[src/rtl/qheap_pkg.sv]
package qheap_pkg;
  localparam int LANES = 4;
  localparam int OFF_W = $clog2(LANES);
endpackage

[src/rtl/qheap_split.sv]
module qheap_split
  import qheap_pkg::*;
#(
  parameter int ADDR_W = 8,
  localparam int WORD_W = ADDR_W - OFF_W
) (
  input  logic [ADDR_W-1:0]                 addr_i,
  input  logic                              wr_i,
  input  logic [OFF_W-1:0]                  wcnt_i,
  output logic [LANES-1:0][WORD_W-1:0]      bank_addr_o,
  output logic [LANES-1:0][OFF_W-1:0]       bank_lane_o,
  output logic [LANES-1:0]                  bank_we_o
);
  logic [WORD_W-1:0] word;
  logic [OFF_W-1:0]  off;
  assign word = addr_i[ADDR_W-1:OFF_W];
  assign off  = addr_i[OFF_W-1:0];

  for (genvar k = 0; k < LANES; k++) begin : g_bank
    // banks below the offset hold nodes of the next word
    assign bank_addr_o[k] = word + WORD_W'(OFF_W'(k) < off);
    assign bank_lane_o[k] = OFF_W'(k) - off;
    assign bank_we_o[k]   = wr_i && (bank_lane_o[k] <= wcnt_i);
  end
endmodule

[src/rtl/qheap_bank.sv]
module qheap_bank #(
  parameter int NODE_W = 16,
  parameter int WORD_W = 6,
  localparam int DEPTH = 1 << WORD_W
) (
  input  logic              clk_i,
  input  logic [WORD_W-1:0] addr_i,
  input  logic              re_i,
  input  logic              we_i,
  input  logic [NODE_W-1:0] wd_i,
  output logic [NODE_W-1:0] rd_o
);
  logic [NODE_W-1:0] mem [DEPTH];

  always_ff @(posedge clk_i) begin
    if (we_i) mem[addr_i] <= wd_i;
    if (re_i) rd_o <= mem[addr_i];
  end
endmodule

[src/rtl/qheap_rotate.sv]
module qheap_rotate
  import qheap_pkg::*;
#(
  parameter int NODE_W = 16
) (
  input  logic [LANES-1:0][NODE_W-1:0] bank_i,
  input  logic [OFF_W-1:0]             off_i,
  output logic [LANES-1:0][NODE_W-1:0] lane_o
);
  for (genvar j = 0; j < LANES; j++) begin : g_lane
    logic [OFF_W-1:0] src;
    assign src       = OFF_W'(j) + off_i;
    assign lane_o[j] = bank_i[src];
  end
endmodule

[src/rtl/qheap.sv]
module qheap
  import qheap_pkg::*;
#(
  parameter int NODE_W = 16,
  parameter int ADDR_W = 8
) (
  input  logic                    clk_i,
  input  logic                    rst_ni,
  input  logic [ADDR_W-1:0]       addr_i,
  input  logic                    rd_i,
  input  logic                    wr_i,
  input  logic [1:0]              wcnt_i,
  input  logic [4*NODE_W-1:0]     wdata_i,
  output logic                    rvalid_o,
  output logic [4*NODE_W-1:0]     rdata_o
);
  localparam int WORD_W = ADDR_W - OFF_W;

  logic [LANES-1:0][WORD_W-1:0] bank_addr;
  logic [LANES-1:0][OFF_W-1:0]  bank_lane;
  logic [LANES-1:0]             bank_we;
  logic [LANES-1:0][NODE_W-1:0] bank_rd;
  logic [LANES-1:0][NODE_W-1:0] rot;
  logic                         rd_q;
  logic [OFF_W-1:0]             off_q;

  qheap_split #(.ADDR_W(ADDR_W)) u_split (
    .addr_i      (addr_i),
    .wr_i        (wr_i),
    .wcnt_i      (wcnt_i),
    .bank_addr_o (bank_addr),
    .bank_lane_o (bank_lane),
    .bank_we_o   (bank_we)
  );

  for (genvar k = 0; k < LANES; k++) begin : g_bank
    logic [NODE_W-1:0] wd;
    assign wd = wdata_i[bank_lane[k]*NODE_W +: NODE_W];
    qheap_bank #(.NODE_W(NODE_W), .WORD_W(WORD_W)) u_bank (
      .clk_i  (clk_i),
      .addr_i (bank_addr[k]),
      .re_i   (rd_i),
      .we_i   (bank_we[k]),
      .wd_i   (wd),
      .rd_o   (bank_rd[k])
    );
  end

  always_ff @(posedge clk_i or negedge rst_ni) begin
    if (!rst_ni) begin
      rd_q  <= 1'b0;
      off_q <= '0;
    end else begin
      rd_q  <= rd_i;
      if (rd_i) off_q <= addr_i[OFF_W-1:0];
    end
  end

  qheap_rotate #(.NODE_W(NODE_W)) u_rot (
    .bank_i (bank_rd),
    .off_i  (off_q),
    .lane_o (rot)
  );

  always_ff @(posedge clk_i or negedge rst_ni) begin
    if (!rst_ni) begin
      rvalid_o <= 1'b0;
      rdata_o  <= '0;
    end else begin
      rvalid_o <= rd_q;
      if (rd_q) rdata_o <= rot;
    end
  end
endmodule

[config.mk]
export PLATFORM = sky130hd
export DESIGN_NAME = qheap
export DESIGN_NICKNAME = d
export VERILOG_FILES = /design/src/rtl/qheap_pkg.sv /design/src/rtl/qheap_split.sv /design/src/rtl/qheap_bank.sv /design/src/rtl/qheap_rotate.sv /design/src/rtl/qheap.sv
export SDC_FILE = /design/constraint.sdc
export NUM_CORES = 2
export LEC_CHECK = 0
export BUFFER_PORTS_ARGS = -buffer_cell sky130_fd_sc_hd__buf_4
export CORE_MARGIN = 2
export CORE_UTILIZATION = 35
export DETAILED_ROUTE_END_ITERATION = 8
export PLACE_DENSITY = 0.45
export REMOVE_ABC_BUFFERS = 1
export SETUP_SLACK_MARGIN = 0.05
export SLEW_MARGIN = 20
export SYNTH_ARGS = -nofsm -noshare
export SYNTH_HDL_FRONTEND = slang
export SYNTH_HIERARCHICAL = 1
export SYNTH_SLANG_ARGS = --single-unit
[constraint.sdc]
create_clock -name clk_i -period 6.1 [get_ports clk_i]
set_clock_uncertainty 0.1 [all_clocks]
set_input_delay 0.61 -clock clk_i [delete_from_list [all_inputs] [get_ports clk_i]]
set_output_delay 0.61 -clock clk_i [all_outputs]
set_load 0.01 [all_outputs]
==> impl_metrics.py <==
metrics = {
    "yosys": {
        "synthCells": 9423,
        "synthArstFlopShare": 0.0161,
        "netlist_top_cells_count": "edfxtp_1 (4160), a22oi_1 (784), nor2_1 (637), mux2i_1 (616), a221oi_1 (424)",
        "ys_ff_latch": 4228,
        "syn_area_um2": 165000,
        "synthFlopType": "edfxtp_1",
        "synth_cell_types": 61,
        "synthTopCellsByArea": "edfxtp_1 (76%), mux2i_1 (3.7%), a22oi_1 (3.6%)",
        "synth-edff-count": 4160,
        "synth_top_area_share": 0.757,
        "yosys_warnings": 6,
        "synth_most_common_cell": "edfxtp_1",
        "synth.largest_area_cell": "edfxtp_1",
        "avgSynthCellArea_um2": 17.5,
        "ys_seq_area_frac": 0.768,
    },
    "worst_hold_path": {
        "holdPathStages": 1,
        "min-delay-path-class": "in2reg",
        "min_from": "rd_i",
        "min_to": "g_bank[1].u_bank/rd_o[8]",
    },
    "placed_design": {
        "port_buffers": 142,
        "place_area_um2": 176000,
        "place_congestion": 0.881,
        "dpl.hpwl_um": 357000,
    },
    "timing": {
        "hold_viol": 0,
        "rsz0062_at_grt": "false",
        "holdWs_ns": 0.0723,
        "min_period_ns": 4.68,
        "fmax_mhz": 214,
        "finalMaxSlewViolations": 0,
        "setup_viol": 0,
        "tightest_slew_ns": 1.23,
        "fin_crit_sh": 0.766,
        "relSlewSlack": 0.183,
    },
    "power": {
        "power_density_nw_per_um2": 351,
        "leakage_uw": 0.0611,
        "peakVddDrop_mv": 0.245,
    },
    "grt": {
        "antenna_found_initial": 81,
        "grt_overflow": 0,
        "grt_pass1_vias": 93000,
        "grt_usage": 0.228,
        "grt_max_degree": 82,
        "grt_pass1_wl_um": 773000,
    },
    "route": {
        "drt-wirelength-per-cell_um": 33.8,
        "vias_per_cell": 5.80,
        "drcViolationCount": 0,
        "wl_um": 562000,
        "dr.pass1.iters": 6,
        "drtAntennaViolNets": 0,
        "vias": 96400,
        "drt_iter0_drc": 12400,
    },
    "worst_setup_path": {
        "ff2ff_path_depth": 5,
        "r2r_start": "g_bank[3].u_bank/mem[21][14]",
        "crit_required_ns": 6.71,
        "regToRegEndpoint": "g_bank[3].u_bank/rd_o[14]",
        "crit_path_end_kind": "register",
        "critPathLaunchType": "primary input",
        "crit_type": "in2reg",
        "worst-path-max-fanout": 27,
        "crit_arrival_ns": 5.29,
        "timing.reg2reg.setup_slack_ns": 3.14,
    },
    "die": {
        "die_area_um2": 477000,
        "die_h_um": 690,
        "dieWidth_um": 690,
        "initial_core_util": 0.351,
        "fp.coreArea_um2": 470000,
        "pin_count": 143,
        "fp-row-count": 252,
    },
    "cts": {
        "cts.sinks": 4228,
        "ctsResizeCount": 0,
        "cts_max_path_buffers": 4,
        "clk_latency_ns": 1.03,
        "cts-htree-levels": 5,
        "path_clk_slew_ns": 0.06,
        "cts_made_buffers": 451,
        "cts_hold_buffers": 11,
        "cts-root-buf": "clkbuf_16",
        "postCtsSetupRepairBufs": 0,
        "cts_tree": "yes",
    },
    "layout": {
        "fin_util": 0.405,
        "fillers": 42200,
        "layout-drive-gt1-share": 0.174,
        "num-nets-final": 10100,
        "synthToLayoutAreaGrowth_pct": 15.4,
        "fin_area_um2": 190000,
    },
    "job": {
        "drv_cap": 0,
    },
    "status": {
        "outcome": "complete, no violations",
    },
}
## kinds of logic after synthesis
| kind of cell | Yosys count | share of synthesized area |
|---|---|---|
| DFF | 4228 | 0.768 |
| AOI/OAI and AO/OA | 2473 | 0.111 |
| and+or+nand+nor | 1079 | 0.0288 |
| muxes | 906 | 0.0684 |
| buffers and inverters | 711 | 0.0229 |
| adders and majority gates | 14 | 0.00106 |
| xor gates and xnor gates | 12 | 0.000637 |
## worst max-delay path by stage
stage	start	to	slack [ns]	cells after the start
3_3_place_gp	addr_i[1]	g_bank[2].u_bank/rd_o[8]	-0.1	13
4_1_cts	addr_i[1]	g_bank[2].u_bank/rd_o[2]	1.60	13
6_report	addr_i[1]	g_bank[2].u_bank/rd_o[2]	1.42	13
5_1_grt	addr_i[1]	g_bank[2].u_bank/rd_o[2]	1.38	13
3_5_place_dp	addr_i[1]	g_bank[2].u_bank/rd_o[2]	0.51	13
2_1_floorplan	addr_i[0]	g_bank[0].u_bank/rd_o[10]	-14.80	11
## power by group
part | total [uW] | leakage [uW] | internal, uW | switching, uW
clock network | 26600 | 0.00692 | 15200 | 11400
registers | 33500 | 0.0383 | 32900 | 521
logic | 6710 | 0.0159 | 1940 | 4770
total | 66800 | 0.0611 | 50100 | 16700
## cells in the final DEF, fill, tap and decap left out, types with 80 or more instances in the layout
cell	instances
a22o_1	84
a211oi_1	80
o22a_1	108
clkinv_2	87
clkbuf_1	116
a31oi_1	92
clkbuf_16	458
edfxtp_1	4160
clkinv_1	97
buf_4	771
o21ai_0	113
mux2_2	134
mux2i_1	616
nor2_1	622
a21oi_1	297
o22ai_1	233
nand2_1	162
mux4_2	130
a22oi_1	784
a221oi_1	424
## metal layers
metal,part of all wire,vias up,global-route usage
met5,0.00041,-,0
met4,0.032,34,0.0642
met3,0.079,733,0.0381
met2,0.45,4100,0.349
met1,0.44,51300,0.334
li1,-,40300,-
## flip-flops by register name, indices dropped and copies added, names as in the netlist
register	count
g_bank.u_bank/mem	4096
g_bank.u_bank/rd_o	64
off_q	2
rd_q	1
rdata_o	64
rvalid_o	1
## per-stage QoR
stage | setup TNS, ns | setup slack (ns) | cells | power [uW]
finish | 0 | 1.42 | 16600 | 66800
detailed placement | 0 | 0.508 | 15800 | 40800
floorplan | - | -14.80 | 8726 | 37200
CTS | 0 | 1.60 | 16600 | 67300
global placement | -0.169 | -0.0988 | 15800 | 40700
global route | 0 | 1.38 | 16600 | 68700
## worst max-delay path, stage by stage
cell	delay, ns
buf_4	0.31
ha_1	0.46
ha_4	0.22
ha_4	0.16
xor2_4	0.63
buf_12	0.29
buf_4	0.26
buf_4	0.27
mux2i_1	0.21
o22ai_1	0.14
a2111oi_1	0.83
a211oi_1	0.29
or4_1	0.54
## area by class of cell
cell class / instances / area, um^2 / area share
tap: 6223 / 7790 / 0.0409
timing repair buffer: 820 / 6620 / 0.0348
antenna: 38 / 95.1 / 0.000500
sequential: 4228 / 127000 / 0.666
clock inverter: 249 / 2160 / 0.0114
multi-input combinational: 4484 / 34900 / 0.184
clock buffer: 580 / 12000 / 0.0630
inverter: 14 / 52.6 / 0.000276
No activity file was read; power rests on OpenSTA's default activity.
